<file path="config.mk">
export PLATFORM = sky130hd
export DESIGN_NAME = rle_copro
export DESIGN_NICKNAME = d
export VERILOG_FILES = /design/src/rtl/rle_copro.sv
export SDC_FILE = /design/constraint.sdc
export NUM_CORES = 1
export LEC_CHECK = 0
export ABC_AREA = 1
export ABC_CLOCK_PERIOD_IN_PS = 2200
export BUFFER_PORTS_ARGS = -buffer_cell sky130_fd_sc_hd__buf_4
export CAP_MARGIN = 20
export CORE_UTILIZATION = 56
export DETAILED_ROUTE_END_ITERATION = 10
export GPL_ROUTABILITY_DRIVEN = 0
export MAX_ROUTING_LAYER = met4
export PLACE_DENSITY = 0.78
export SYNTH_ARGS = -nofsm -noshare
export SYNTH_HDL_FRONTEND = slang
export SYNTH_SLANG_ARGS = --single-unit
</file>
<file path="constraint.sdc">
create_clock -name clk -period 2.2 [get_ports clk]
set_input_delay 0.44 -clock clk [delete_from_list [all_inputs] [get_ports clk]]
set_output_delay 0.44 -clock clk [all_outputs]
set_load 0.01 [all_outputs]
</file>
<file path="src/rtl/rle_copro.sv">
module rle_copro #(
  parameter int AW    = 16,
  parameter int CNT_W = 8
) (
  input  logic          clk,
  input  logic          nreset,
  input  logic          start,
  input  logic [31:0]   message_addr,
  input  logic [31:0]   message_size,
  input  logic [31:0]   rle_addr,
  output logic [31:0]   rle_size,
  output logic          done,
  output logic [AW-1:0] mem_addr,
  output logic          mem_we,
  output logic [31:0]   mem_wdata,
  input  logic [31:0]   mem_rdata
);

  localparam logic [CNT_W-1:0] MAX_RUN = '1;

  typedef enum logic [2:0] {S_IDLE, S_READ, S_LOAD, S_BYTE, S_FIN, S_WRITE, S_DONE} st_t;

  st_t             state, ret, after;
  logic [AW-1:0]   rd_ptr, wr_ptr;
  logic [31:0]     left, word, obuf;
  logic [1:0]      bidx;
  logic            half, have;
  logic [7:0]      sym;
  logic [CNT_W-1:0] cnt;
  logic            unused_hi;

  assign unused_hi = ^{message_addr[31:AW], rle_addr[31:AW]};

  wire [7:0] cur    = word[{bidx, 3'b000} +: 8];
  wire [7:0] cnt_b  = 8'(cnt);
  wire       extend = have && (cur == sym) && (cnt != MAX_RUN);
  wire       emit   = (state == S_BYTE) && have && !extend;
  wire       last   = (left == 32'd1);

  always_comb after = last ? S_FIN : ((bidx == 2'd3) ? S_READ : S_BYTE);

  function automatic logic [31:0] put(input logic [31:0] b, input logic h,
                                      input logic [7:0] c, input logic [7:0] s);
    put = h ? {s, c, b[15:0]} : {16'h0, s, c};
  endfunction

  always_ff @(posedge clk or negedge nreset) begin
    if (!nreset) begin
      state    <= S_IDLE;
      ret      <= S_IDLE;
      rd_ptr   <= '0;
      wr_ptr   <= '0;
      left     <= '0;
      word     <= '0;
      obuf     <= '0;
      bidx     <= '0;
      half     <= 1'b0;
      have     <= 1'b0;
      sym      <= '0;
      cnt      <= '0;
      rle_size <= '0;
    end else begin
      case (state)
        S_IDLE, S_DONE: if (start) begin
          rd_ptr   <= message_addr[AW-1:0];
          wr_ptr   <= rle_addr[AW-1:0];
          left     <= message_size;
          rle_size <= '0;
          half     <= 1'b0;
          have     <= 1'b0;
          obuf     <= '0;
          state    <= (message_size == 32'd0) ? S_DONE : S_READ;
        end
        S_READ: state <= S_LOAD;
        S_LOAD: begin
          word   <= mem_rdata;
          bidx   <= '0;
          rd_ptr <= rd_ptr + AW'(4);
          state  <= S_BYTE;
        end
        S_BYTE: begin
          left <= left - 32'd1;
          bidx <= bidx + 2'd1;
          if (extend) cnt <= cnt + 1'b1;
          else begin
            sym  <= cur;
            cnt  <= CNT_W'(1);
            have <= 1'b1;
          end
          if (emit) begin
            obuf     <= put(obuf, half, cnt_b, sym);
            half     <= ~half;
            rle_size <= rle_size + 32'd2;
          end
          if (emit && half) begin
            state <= S_WRITE;
            ret   <= after;
          end else begin
            state <= after;
          end
        end
        S_FIN: begin
          obuf     <= put(obuf, half, cnt_b, sym);
          half     <= ~half;
          rle_size <= rle_size + 32'd2;
          state    <= S_WRITE;
          ret      <= S_DONE;
        end
        S_WRITE: begin
          wr_ptr <= wr_ptr + AW'(4);
          state  <= ret;
        end
        default: state <= S_IDLE;
      endcase
    end
  end

  assign done      = (state == S_DONE);
  assign mem_we    = (state == S_WRITE);
  assign mem_addr  = (state == S_WRITE) ? wr_ptr : rd_ptr;
  assign mem_wdata = obuf;

  AST_DONE_HOLDS: assert property (@(posedge clk) disable iff (!nreset)
    (done && !start) |=> done);
  AST_SIZE_FROZEN: assert property (@(posedge clk) disable iff (!nreset)
    (done && !start) |=> $stable(rle_size));
  AST_SIZE_EVEN: assert property (@(posedge clk) disable iff (!nreset)
    done |-> !rle_size[0]);
  AST_FINAL_RUN_LIVE: assert property (@(posedge clk) disable iff (!nreset)
    (state == S_FIN) |-> (have && cnt != '0));
  AST_EMPTY_NO_WRITE: assert property (@(posedge clk) disable iff (!nreset)
    (done && rle_size == 32'd0) |-> !$past(mem_we));
  AST_SINGLE_WRITE: assert property (@(posedge clk) disable iff (!nreset)
    mem_we |=> !mem_we);

endmodule

</file>
Yosys cells after proc, flatten, opt, wreduce, memory -nomap -nowiden
Index checks and enable logic that the tools add are counted.
{"block": "word_totals", "reg_bits": 186, "latch_bits": 0, "ramBits": 0, "romBits": 0, "output_inout_bits": 82, "wordCells": 86, "n_memories": 0}
{"block": "classes", "add_sub_neg": 6, "n_mul": 0, "n_div": 0, "order_cmp": 0, "eq_ne": 14, "shifts": 1, "muxes": 28, "bitwise_logic": 2, "reduce_logical": 22}
{"cell": "case mux 32 bit (3 select lines)", "count": 2}
{"cell": "2-to-1 mux 32 bit", "count": 5}
{"cell": "case mux 16 bit (2 select lines)", "count": 2}
{"cell": "case mux 32 bit (2 select lines)", "count": 1}
{"cell": "2-to-1 mux 16 bit", "count": 3}
{"cell": "adder 16 x 3 -> 16 bit (second input constant)", "count": 2}
{"cell": "adder 32 x 2 -> 32 bit (second input constant)", "count": 1}
{"cell": "equality test 32 x 1 -> 1 bit (second input constant)", "count": 1}
{"cell": "logical NOT 32 bit", "count": 1}
{"cell": "variable part select 32 x 6 -> 8 bit", "count": 1}
{"cell": "subtractor 32 x 1 -> 32 bit (second input constant)", "count": 1}
{"cell": "case mux 3 bit (6 select lines)", "count": 1}
{"cell": "2-to-1 mux 3 bit", "count": 5}
{"cell": "AND reduction 2 bit", "count": 5}
{"cell": "nonzero test 2 bit", "count": 5}
{"cell": "equality test 3 bit (second input constant)", "count": 3}
{"cell": "adder 8 x 1 -> 8 bit (second input constant)", "count": 1}
{"cell": "equality test 8 bit", "count": 1}
{"cell": "2-to-1 mux 8 bit", "count": 1}
{"cell": "inequality test 8 bit (second input constant)", "count": 1}
{"cell": "equality test 3 x 2 -> 1 bit (second input constant)", "count": 2}
{"cell": "inequality test 2 bit (second input constant)", "count": 3}
{"cell": "case mux 3 bit (2 select lines)", "count": 1}
{"cell": "AND reduction 3 bit", "count": 2}
{"cell": "15 further kinds", "count": 22}

Logic depth before layout (Yosys ltp)
{"block": "depth", "ltp_word": 9, "mapped_depth": 19}

Worst setup path after synthesis
Ideal clock, no wire load.
{"block": "synth_path", "path_type": "register to output", "start": "reg state[1]", "end": "out mem_addr[10]", "t_arrival_ns": 1.720, "t_required_ns": 1.760, "setup_slack_ns": 0.040, "path_stages_with_launch": 7, "cell_sequence": "dfrtp_1 > inv_1 > nand2_1 > nor2_1 > clkbuf_1 > clkbuf_1 > o21ai_0"}
{"block": "synth_between", "elab_chain_cells": 2}
{"element": "start: declaration", "line_no": "23", "rtl": "st_t state, ret, after;"}
{"element": "start signal: assignment", "line_no": "72", "rtl": "state <= (message_size == 32'd0) ? S_DONE : S_READ;"}
{"element": "start signal: assignment", "line_no": "99", "rtl": "state <= after;"}
{"element": "start signal: assignment", "line_no": "111", "rtl": "state <= ret;"}
{"element": "equality test 3 bit"}
{"element": "named net mem_we", "line_no": "14", "rtl": "output logic mem_we,"}
{"element": "2-to-1 mux 16 bit", "line_no": "120", "rtl": "assign mem_addr = (state == S_WRITE) ? wr_ptr : rd_ptr;"}
{"element": "end: declaration", "line_no": "13", "rtl": "output logic [AW-1:0] mem_addr,"}
The timed path passes the listed nets, and every way through them passes these cells.

Worst setup path after layout
{"block": "layout_path", "start": "reg state[0]", "end": "out mem_addr[11]"}
{"block": "layout_between", "elab_chain_cells": 2}
{"element": "equality test 3 bit", "line_no": "120"}
{"element": "2-to-1 mux 16 bit", "line_no": "120"}
Every way passes these cells.

==> run metrics <==
vias in the first global route=9,173; TritonCTS clock tree=done; top cells by count, synth=nand2_1 (513), dfrtp_1 (185), nor2_1 (130), inv_1 (113), nand3_1 (89); sequential share of the synthesized area=0.4472; RSZ-0062 raised after global routing=true; root buf cell=clkbuf_16; WP buf/inv=2; type of the most critical hold path=in -> reg; Max Cap Viol=0; clock power share=0.209; Max IR drop VDD=0.8162 mV; Std-Cell Rows=49; Final ANT Viol Nets=0; leakage power=6.406 nW; Yosys top cell area share=0.4472; Cell Area, Synth=10,350 um2; PortBufs=179; final setup TNS=0 ns; Layout Nets=1,765; Syn Nets=1,550; layout cells sized above 1=0.2020; ant diodes=0; Clock Pin Slew Worst Setup and Hold Paths=approximately 0.070 ns; vias per inst=5.509; CP Cell Sequence=nand2_2, nor2_4, buf_12, nand2_1, o21ai_0, buf_4; Die W=138.0 um; CP delay by family, top=flip-flops; Worst Path Required=between 1.5 and 2 ns; antenna violations before repair=0; top cells by area, synth=dfrtp_1 (45%), nand2_1 (19%), nor2_1 (4.7%); Slew headroom=0.6221; fmax=469.5 MHz; overall routing resource usage=0.3019; H-tree Lvls=4; CP endpoint kind=output port; Die Y=138.0 um; Comb power frac=0.425; status=finished, final reports clean; synthesized flop and latch total=185; Clock Latency Late Sink=0.44 ns; IO Pins=between 200 and 250; kind of critical path=reg -> out; max incr delay on CP=0.44 ns; first-pass GRT wire length=roughly 44 mm; Remaining Overflow, GRT=0; Seq. cell area=4634 um2; Synth warnings=0; Power Internal=8.767 mW; DPL Wire Length=19.47 mm; routed wirelength normalized by instance count=15.16 um; mean post-synth cell area=between 7 and 8 um2; Final Routed Wirelength=28.32 mm; Final Util=0.7321; Detailed Routing Iterations Pass 1=5; sw frac=0.4114; via count=10,290; Post-synth ARST share=1.000; maximum clock path buffer count=2; startpoint class of the critical path=flip-flop; Initial Utilization=0.5743; largest net degree at the start of global routing=56; drc violations=0; Setup violations, final=0; worst-path fanout max=16; cell with the most instances after synthesis=nand2_1; Core Region=approximately 18,000 um2; minimum clock period=2.130 ns; Reg2Reg Setup Slack=0.08 ns; Net Switching=roughly 6 mW; EDFF count, synth=0; most common flop cell mapped by yosys=dfrtp_1; PwrDens=between 1000 and 1500 nW/um2; Netlist cell types=52; Final Hold Fails=0; sequential group share of total power=0.365; area grow syn2layout=27.46%; worst clock skew=around 0.014 ns; area of the multi-input gates=5102 um2; Post-Synthesis Cells=1,411; Slew @ Worst Pin=0.5617 ns; crit path DAT=1.69 ns; max-slew violations=0; CTS Sinks=185; cts bufs inserted=17; period utilisation layout=0.9682; fillers=1,421; Crit-path slowest cell=dfrtp_2; leading area contributor after synthesis=dfrtp_1; Die Area=19,030 um2; DRT iter0 DRCs=661
-- stage by stage --
stage	cell area [um2]	std cells	hold WS (ns)	total power, mW	setup slack [ns]
6_report	13200	1868	0.1968	14.89	0.06999
5_1_grt	13200	1868	0.1870	15.96	-0.05667
3_5_place_dp	12170	1815	0.4306	10.81	-0.08243
4_1_cts	12850	1853	0.1860	14.03	-0.01634
3_3_place_gp	12170	1815	0.4286	10.63	-0.02190
2_1_floorplan	10350	1411	0.1444	9.125	0.04045
-- power by group through the flow --
stage	clock network [mW]	registers (mW)	logic (mW)
2_1_floorplan	0	5.19	3.93
3_3_place_gp	0	5.41	5.22
3_5_place_dp	0	5.43	5.38
4_1_cts	3.16	5.40	5.48
5_1_grt	3.31	5.57	7.08
6_report	3.12	5.44	6.34
-- logic make-up after synthesis --
family	Yosys count	synth area share
buffers and inverters	172	0.07143
muxes	1	0.0009669
adders and majority gates	8	0.009669
xor gates and xnor gates	44	0.03723
DFF	185	0.4472
and+or+nand+nor	828	0.3355
AOI/OAI and AO/OA	172	0.09766
other	1	0.0003622
-- worst reg2reg max path, cell delays in order (launching register included) --
cell and delay (ns):
dfrtp_2 0.48, buf_6 0.16, nand2_1 0.08, nand3_2 0.10, nand2_2 0.08, nand2_1 0.04, nand2_1 0.05, nand2_1 0.08
nor2_4 0.15, nand3_4 0.10, nand2_4 0.08, nand2_4 0.07, nand2_8 0.09, buf_12 0.13, clkbuf_16 0.18, nand2_1 0.06
o21ai_0 0.10
-- registers in the layout, indices dropped and copies added, names as in the netlist, 8 cells and up --
signal	count
mem_wdata	32
left	32
wr_ptr	16
rd_ptr	16
rle_size	31
sym	8
word	32
cnt	8
-- area by class of cell --
cell class,count,area share
multi-input combinational,1055,0.3867
sequential,185,0.3512
timing repair buffer,243,0.1562
inverter,122,0.03745
clock buffer,21,0.03489
tap,229,0.02171
clock inverter,11,0.01015
timing repair inverter,2,0.001707
-- final timing paths --
kind	start	to	cells after the start
worst max register to register	bidx[0]$_DFFE_PN0P_	rle_size[30]$_DFFE_PN0P_	16
worst max-delay path	state[0]$_DFFE_PN0N_	mem_addr[11]	6
min in group asynchronous	nreset	left[28]$_DFFE_PN0P_	2
max in group asynchronous	nreset	rd_ptr[11]$_DFFE_PN0P_	3
worst min-delay path	message_addr[0]	rd_ptr[0]$_DFFE_PN0P_	3
worst min register to register	word[23]$_DFFE_PN0P_	word[23]$_DFFE_PN0P_	2
-- placed cells by master, fill, tap and decap left out, types with 3 or more instances in the layout --
cell type	instances
o21ai_0	72
inv_1	109
nand2_4	4
nand4_1	23
ha_1	8
nor3_1	35
nand3_2	6
xor2_1	34
buf_6	5
dfrtp_1	181
nand3_1	83
o22ai_1	9
o211ai_1	17
o21ai_1	21
nor2_4	3
nor2_2	7
a21oi_1	23
nor4_1	16
o31ai_1	3
o221ai_1	5
buf_12	10
inv_6	5
nor2_1	123
nor3_2	5
clkinv_4	3
buf_4	221
or2_2	4
nand2_1	511
nand3b_1	3
xnor2_1	10
dfrtp_2	4
inv_2	9
clkbuf_16	20
-- routing by layer --
layer / GRT usage / wire length [um] / vias up / part of all wire
met1: 0.3917 / 11830 / 4796 / 0.42
met5: - / 0 / - / 0
met2: 0.4797 / 13870 / 412 / 0.49
met4: 0.1033 / 737 / 0 / 0.026
met3: 0.05044 / 1889 / 67 / 0.067
li1: - / - / 5015 / -
-- repair_timing --
| item | in CTS | in global routing |
|---|---|---|
| pin swaps | 2 | 9 |
| gates resized for setup | 10 | 38 |
| buffers inserted | 4 | 8 |
| cloned | 1 | 7 |
| endpoints found under the setup margin | 43 | 83 |
| hold buffers | 1 | 0 |
| endpoints found under the hold margin | 30 | 0 |
No activity file was read; power rests on OpenSTA's default activity.
